**src/rtl/fsp_pkg.sv**
```systemverilog
package fsp_pkg;

  typedef enum logic [2:0] {
    OP_IDLE    = 3'd0,
    OP_PROG    = 3'd1,
    OP_ERASE   = 3'd2,
    OP_SUSP_RD = 3'd3,
    OP_SUSP_PG = 3'd4
  } op_mode_e;

  localparam int STAT_W  = 8;
  localparam int B_POLL  = 7;
  localparam int B_TOG   = 6;
  localparam int B_TLIM  = 5;
  localparam int B_WIN   = 3;
  localparam int B_STOG  = 2;
  localparam int N_TOG   = 2;
  localparam int T_OP    = 0;
  localparam int T_SEC   = 1;

  function automatic op_mode_e decode_mode(input logic [2:0] code);
    case (code)
      3'd1:    return OP_PROG;
      3'd2:    return OP_ERASE;
      3'd3:    return OP_SUSP_RD;
      3'd4:    return OP_SUSP_PG;
      default: return OP_IDLE;
    endcase
  endfunction

  function automatic logic is_busy(input op_mode_e m);
    return (m == OP_PROG) || (m == OP_ERASE) || (m == OP_SUSP_PG);
  endfunction

  function automatic logic op_toggles(input op_mode_e m);
    return is_busy(m);
  endfunction

  function automatic logic sec_toggles(input op_mode_e m, input logic in_sec);
    return in_sec && ((m == OP_ERASE) || (m == OP_SUSP_RD));
  endfunction

  function automatic logic shows_array(input op_mode_e m, input logic in_sec);
    return (m == OP_IDLE) || ((m == OP_SUSP_RD) && !in_sec);
  endfunction

  function automatic logic [STAT_W-1:0] build_status(
    input op_mode_e m,
    input logic     win_open,
    input logic     tlim,
    input logic     pd7,
    input logic     tog_op,
    input logic     tog_sec
  );
    logic [STAT_W-1:0] s;
    s = '0;
    s[B_TOG]  = tog_op;
    s[B_STOG] = tog_sec;
    case (m)
      OP_PROG, OP_SUSP_PG: begin
        s[B_POLL] = ~pd7;
        s[B_TLIM] = tlim;
      end
      OP_ERASE: begin
        s[B_POLL] = 1'b0;
        s[B_TLIM] = tlim;
        s[B_WIN]  = ~win_open;
      end
      OP_SUSP_RD: begin
        s[B_POLL] = 1'b1;
      end
      default: s = '0;
    endcase
    return s;
  endfunction

endpackage

```
**src/rtl/fsp_read_edge.sv**
```systemverilog
module fsp_read_edge (
  input  logic clk,
  input  logic rst_n,
  input  logic strobe,
  output logic rise
);
  logic strobe_q;

  always_ff @(posedge clk or negedge rst_n) begin
    if (!rst_n) strobe_q <= 1'b0;
    else        strobe_q <= strobe;
  end

  assign rise = strobe & ~strobe_q;
endmodule

```
**src/rtl/fsp_toggle_bit.sv**
```systemverilog
module fsp_toggle_bit (
  input  logic clk,
  input  logic rst_n,
  input  logic flip,
  output logic q
);
  always_ff @(posedge clk or negedge rst_n) begin
    if (!rst_n)    q <= 1'b0;
    else if (flip) q <= ~q;
  end
endmodule

```
**src/rtl/fsp_status_build.sv**
```systemverilog
module fsp_status_build
  import fsp_pkg::*;
#(
  parameter int DATA_W = 8
) (
  input  op_mode_e          op,
  input  logic              in_sec,
  input  logic              win_open,
  input  logic              tlim,
  input  logic [DATA_W-1:0] prog_data,
  input  logic [DATA_W-1:0] array_data,
  input  logic [N_TOG-1:0]  tog_q,
  output logic [DATA_W-1:0] next_byte
);
  localparam int PAD_W = DATA_W - STAT_W;

  logic [STAT_W-1:0] stat;

  always_comb begin
    stat = build_status(op, win_open, tlim, prog_data[B_POLL],
                        tog_q[T_OP], tog_q[T_SEC]);
    if (shows_array(op, in_sec)) next_byte = array_data;
    else                         next_byte = {{PAD_W{1'b0}}, stat};
  end
endmodule

```
**src/rtl/fsp_status_top.sv**
```systemverilog
module fsp_status_top
  import fsp_pkg::*;
#(
  parameter int DATA_W = 8
) (
  input  logic              clk,
  input  logic              rst_n,
  input  logic [2:0]        mode,
  input  logic              in_sec,
  input  logic              win_open,
  input  logic              tlim,
  input  logic [DATA_W-1:0] prog_data,
  input  logic [DATA_W-1:0] array_data,
  input  logic              rd_strobe,
  output logic [DATA_W-1:0] dout,
  output logic              ry_by
);
  op_mode_e          op;
  logic              rd_rise;
  logic [N_TOG-1:0]  tog_flip;
  logic [N_TOG-1:0]  tog_q;
  logic              q6_tog;
  logic              q2_tog;
  logic [DATA_W-1:0] next_byte;

  assign op = decode_mode(mode);

  fsp_read_edge u_edge (
    .clk    (clk),
    .rst_n  (rst_n),
    .strobe (rd_strobe),
    .rise   (rd_rise)
  );

  always_comb begin
    tog_flip        = '0;
    tog_flip[T_OP]  = rd_rise & op_toggles(op);
    tog_flip[T_SEC] = rd_rise & sec_toggles(op, in_sec);
  end

  genvar gi;
  generate
    for (gi = 0; gi < N_TOG; gi++) begin : g_tog
      fsp_toggle_bit u_tog (
        .clk   (clk),
        .rst_n (rst_n),
        .flip  (tog_flip[gi]),
        .q     (tog_q[gi])
      );
    end
  endgenerate

  assign q6_tog = tog_q[T_OP];
  assign q2_tog = tog_q[T_SEC];

  fsp_status_build #(.DATA_W(DATA_W)) u_build (
    .op         (op),
    .in_sec     (in_sec),
    .win_open   (win_open),
    .tlim       (tlim),
    .prog_data  (prog_data),
    .array_data (array_data),
    .tog_q      (tog_q),
    .next_byte  (next_byte)
  );

  always_ff @(posedge clk or negedge rst_n) begin
    if (!rst_n)       dout <= '0;
    else if (rd_rise) dout <= next_byte;
  end

  assign ry_by = ~is_busy(op);
endmodule

```
**config.mk**
```make
export PLATFORM = sky130hd
export DESIGN_NAME = fsp_status_top
export DESIGN_NICKNAME = d
export VERILOG_FILES = /design/src/rtl/fsp_pkg.sv /design/src/rtl/fsp_read_edge.sv /design/src/rtl/fsp_toggle_bit.sv /design/src/rtl/fsp_status_build.sv /design/src/rtl/fsp_status_top.sv
export SDC_FILE = /design/constraint.sdc
export NUM_CORES = 1
export LEC_CHECK = 0
export BUFFER_PORTS_ARGS = -buffer_cell sky130_fd_sc_hd__buf_2
export CAP_MARGIN = 20
export CELL_PAD_IN_SITES_DETAIL_PLACEMENT = 1
export CELL_PAD_IN_SITES_GLOBAL_PLACEMENT = 1
export CORE_MARGIN = 10
export CORE_UTILIZATION = 29
export DETAILED_ROUTE_END_ITERATION = 6
export PLACE_DENSITY_LB_ADDON = 0.1
export SYNTH_ARGS = -nofsm -noshare
export SYNTH_HDL_FRONTEND = slang
export SYNTH_SLANG_ARGS = --single-unit
```
**constraint.sdc**
```tcl
create_clock -name clk -period 1.4 [get_ports clk]
set_input_delay 0.28 -clock clk [delete_from_list [all_inputs] [get_ports clk]]
set_output_delay 0.28 -clock clk [all_outputs]
set_load 0.01 [all_outputs]
```
* Yosys cells after proc, flatten, opt, wreduce, memory -nomap -nowiden
Cells that the tools add are included.
** Operators by class
- Add/sub/neg operators :: 0
- $mul :: 0
- Divide/modulo/power cells :: 0
- Magnitude comparators :: 0
- Equal/unequal tests :: 8
- Shift operators :: 0
- Muxes and demuxes :: 7
- Bitwise gates (word level) :: 9
- Reduce and logical (&&, ||, !) cells :: 11
** Operators by type and width (count)
- $eq A3 B2 Y1 const B :: 4
- $pmux W3 S4 :: 1
- $mux W8 :: 1
- $eq A3 B1 Y1 const B :: 2
- $eq A3 B3 Y1 const B :: 2
- $not A1 Y1 :: 6
- $logic_or A1 B1 Y1 :: 4
- $reduce_or A4 Y1 :: 1
- $and A1 B1 Y1 :: 3
- $logic_not A3 Y1 :: 1
- $mux W1 :: 3
- $mux W3 :: 1
- $reduce_or A3 Y1 :: 1
- $logic_and A1 B1 Y1 :: 2
- $pmux W1 S2 :: 1
- $reduce_or A2 Y1 :: 1
- $logic_not A1 Y1 :: 1
** Word-level totals
- Bits in registers :: 11
- Bits in latches :: 0
- Bits in writable memories :: 0
- Bits in read-only memories :: 0
- Input bits :: 25
- Output and inout bits :: 9
- Logic and storage cells :: 39
- Memories :: 0

* Logic depth before layout (Yosys ltp)
- Depth after elaboration :: 6
- Depth in mapped cells :: 5
- Mapped depth without buffers :: 4

* Hierarchy
A second synthesis with hierarchy kept.
** Unflattened totals
- Cells, all modules :: 69
- Area, all modules :: 767.0 um^2
** Modules (own cells, without submodules)
- fsp_status_top :: instances 1, cells each 25, area an instance 389.1 um^2, seq. area each 200.2 um^2
- fsp_status_build :: instances 1, cells each 38, area an instance 271.5 um^2, seq. area each 0.0 um^2
- fsp_toggle_bit :: instances 2, cells each 2, area an instance 33.8 um^2, seq. area each 25.0 um^2
- fsp_read_edge :: instances 1, cells each 2, area an instance 38.8 um^2, seq. area each 25.0 um^2

* Least setup slack after synthesis
No wires, ideal clock.
- Path type :: input-to-output
- From :: input port mode[2]
- To :: output port ry_by
- Arrival time :: 0.972 ns
- Required time :: 1.120 ns
- Slack :: 0.148 ns
- Stages :: 4
- Path buffers :: 1
- Path through :: buf_4 > or3b_1 > o21ai_1 > inv_1
** Between the ends
- Longest elaborated chain between the ends :: 6
- Elaborated cells on any way between the ends :: 11
- Classes of those cells :: 7 x eq/ne; 1 x mux; 1 x bitwise; 2 x reduce/logical
** Ends and longest elaborated chain
- start: declaration :: line fsp_status_top.sv:8 : input logic [2:0] mode,
- $eq A3 B3 Y1 (tied with other cells) :: line fsp_pkg.sv:22 : case (code)
- $pmux W3 S4 (*) :: line fsp_pkg.sv:22
- $eq A3 B1 Y1 / $eq A3 B2 Y1 (equally long branches) :: line fsp_pkg.sv:32 : return (m == OP_PROG) || (m == OP_ERASE) || (m == OP_SUSP_PG);
- $logic_or A1 B1 Y1 :: line fsp_pkg.sv:32
- $logic_or A1 B1 Y1 (*) :: line fsp_pkg.sv:32
- $not A1 Y1 (*) :: line fsp_status_top.sv:72 : assign ry_by = ~is_busy(op);
- end: declaration :: line fsp_status_top.sv:16 : output logic ry_by
Every way passes the cells marked *; elsewhere a longest branch is shown, timed or not.

* Worst setup path after layout
- From :: input port mode[1]
- To :: output port ry_by
Same word-level chain as after synthesis.

==> impl_metrics.csv <==
group,metric,value,unit
sta,fin_crit,1.33,ns
clock_tree,h-tree-depth,1,
placed_design,port_buffers,26,
clock_tree,cts_buffer_depth,2,
setup_path,crit_arrival,1.05,ns
cells_and_area,final_cell_mix,"buf_2, dfrtp_1, buf_4, nand2_1",
power,p_int,622,µW
grt,antenna_found_initial,0,
sta,fin_ws,0.0685,ns
route,firstDrtPassIters,3,
sta,max_slew_margin,76.5,%
sta,fmax,0.751,GHz
clock_tree,cts_tree,"yes",
power,comb_power_share,28.9,%
route,vias,599,
synthesis,synthesis.nets,90,
power,ir_drop,540,µV
clock_tree,path_clk_slew,0.07,ns
synthesis,netlist_area,608,µm²
cells_and_area,area_growth_syn_to_layout,40.9,%
setup_path,worstSetupEndpointType,"output port",
sta,setup_viol,0,
power,power,896,µW
power,power.share.clock,23.9,%
synthesis,synth_top_cell_by_area,"dfrtp_1",
setup_path,worstPathRequired,1.12,ns
floorplanning,rows,16,
synthesis,ys_types,28,
sta,finalMaxSlewViolations,0,
power,netSwitchingPower,274,µW
floorplanning,boundaryPins,34,
clock_tree,clock_latency,0.27,ns
grt,grt_remaining_overflow,0,
placed_design,placed_cell_area,816,µm²
clock_tree,cts_sinks,11,
hold_path,hp-class,"input port to flip-flop",
power,cellPowerDensity,1050,mW/mm²
synthesis,yosys_warnings,0,
cells_and_area,fin_area,857,µm²
sta,rsz0062_at_grt,"false",
route,drt_iter0_drc,7,
route,finalWirelength,1740,µm
sta,hold_ws,0.141,ns
power,p_leak,0.416,nW
route,final_antenna_net_count,0,
cells_and_area,nNetsFinal,128,
sta,fin_crit_sh,95.1,%
synthesis,yosysTopAreaCellShare,45.3,%
floorplanning,die_width,65.8,µm
synthesis,ys_ff_latch,11,
power,seq_power_share,47.2,%
grt,grt_max_degree,13,
sta,skew,0.00315,ns
floorplanning,fp.dieArea,0.00433,mm²
outcome,outcome,"complete, no violations",
placed_design,post-dp-hpwl,1460,µm
synthesis,synthCells,65,
grt,grt_pass1_wl,2880,µm
setup_path,cp-start-kind,"input port",
route,routedWlPerCell,13.5,µm
floorplanning,core_area,0.00198,mm²
route,vias_per_cell,4.64,
cells_and_area,drive_gt1_share,43.1,%
sta,hold_viol_final,0,
cells_and_area,nFillCells,248,
sta,setup_tns,0,ns
setup_path,path_class,"input port to output port",
clock_tree,clockRootBuffer,"clkbuf_4",
clock_tree,numCtsBuffers,3,
floorplanning,start_util,30.7,%
placed_design,detailedPlace.worstSlack,-0.000856,ns
setup_path,cp_max_fo,3,
synthesis,yosys-top-cells-area,"dfrtp_1, o21ai_0, nand2_1",
synthesis,synth_area_per_cell,9.36,µm²
cells_and_area,layout_commonest_cell,"buf_2",
floorplanning,die_h,65.8,µm
route,drc,0,
cells_and_area,n_antenna_cell,0,
sta,tightestPinTransition,0.351,ns
job,drv_cap,0,
grt,first_global_vias,653,
grt,track_usage,8.51,%
power,swShare,30.6,%
placed_design,gp_congestion,0.734,
synthesis,seq_area_frac_synth,45.3,%
## per-stage QoR
| stage | util, % | std cells |
|---|---|---|
| after floorplan | - | 65 |
| after global placement | 41.2 | 124 |
| after detailed placement | 41.2 | 124 |
| after CTS | 43.1 | 129 |
| after global routing | 43.2 | 129 |
| final | 43.2 | 129 |
## per-layer routing
layer | up-vias | GRT usage, % | routed length (µm)
li1 | 298 | - | -
met1 | 282 | 8.45 | 708
met2 | 17 | 14.5 | 887
met3 | 2 | 4.75 | 135
met4 | 0 | 3.21 | 13
met5 | - | 0 | 0
## flip-flops by register name, summed over array words and instances, names as in the netlist
name,flops
g_tog.u_tog.q,2
dout,8
u_edge.strobe_q,1
## cell families after synthesis
logic type / count (synthesis) / share of synthesized area [%]
AOI/OAI and AO/OA: 20 / 20.2
xor gates and xnor gates: 3 / 5.56
buffers and inverters: 5 / 5.14
DFF: 11 / 45.3
and+or+nand+nor: 26 / 23.9
## synth_stat cells
library cell	count
buf_6	1
a21oi_1	4
nand4b_1	1
a2111oi_1	1
inv_1	2
xnor2_2	1
nand2b_1	1
nand2_2	1
or3_4	1
a211oi_1	1
or4b_1	1
a21o_1	1
a22o_1	1
o21ai_0	6
a31oi_1	1
xnor2_1	2
and2_1	1
nand3_1	2
nor2_1	6
buf_4	1
nor2b_1	2
buf_2	1
or3b_1	1
o21a_1	3
nor3b_2	1
nand2_1	8
dfrtp_1	11
o21ai_1	2
## critical path: stages
cell	delay (ns)
buf_2	0.11
or3b_1	0.38
o21ai_2	0.09
inv_1	0.05
buf_2	0.13
## timing repair
action,4_1_cts,5_1_grt
hold endpoints to repair,11,0
hold buffers,1,0
buffers inserted,0,0
setup endpoints to repair,0,1
resized for setup,0,1
## power by group through the flow
stage | sequential [mW] | clock, mW | combinational [mW]
2_1_floorplan | 0.445 | 0 | 0.124
3_3_place_gp | 0.428 | 0 | 0.254
3_5_place_dp | 0.431 | 0 | 0.261
4_1_cts | 0.424 | 0.228 | 0.266
5_1_grt | 0.432 | 0.245 | 0.294
6_report | 0.423 | 0.214 | 0.259
## layout make-up
| type | count | area, µm² | share of cell area, % |
|---|---|---|---|
| Clock buffer | 3 | 22.5 | 2.63 |
| Clock inverter | 1 | 5.00 | 0.584 |
| Inverter | 2 | 7.51 | 0.876 |
| Multi-Input combinational cell | 49 | 305 | 35.6 |
| Sequential cell | 11 | 275 | 32.1 |
| Tap cell | 27 | 33.8 | 3.94 |
| Timing Repair Buffer | 36 | 208 | 24.2 |
## worst paths after layout
| path | slack [ns] | depth (start not counted) | end | startpoint |
|---|---|---|---|---|
| setup / recovery | 0.07 | 5 | ry_by | mode[1] |
| hold / removal | 0.14 | 1 | u_edge.strobe_q | rd_strobe |
| setup reg to reg | 0.33 | 3 | dout[7] | u_edge.strobe_q |
| hold reg to reg | 0.48 | 1 | g_tog[1].u_tog.q | g_tog[1].u_tog.q |
| max in group asynchronous | 0.79 | 2 | dout[6] | rst_n |
| min in group asynchronous | 0.40 | 2 | dout[1] | rst_n |
(Power assumes the default switching activity.)
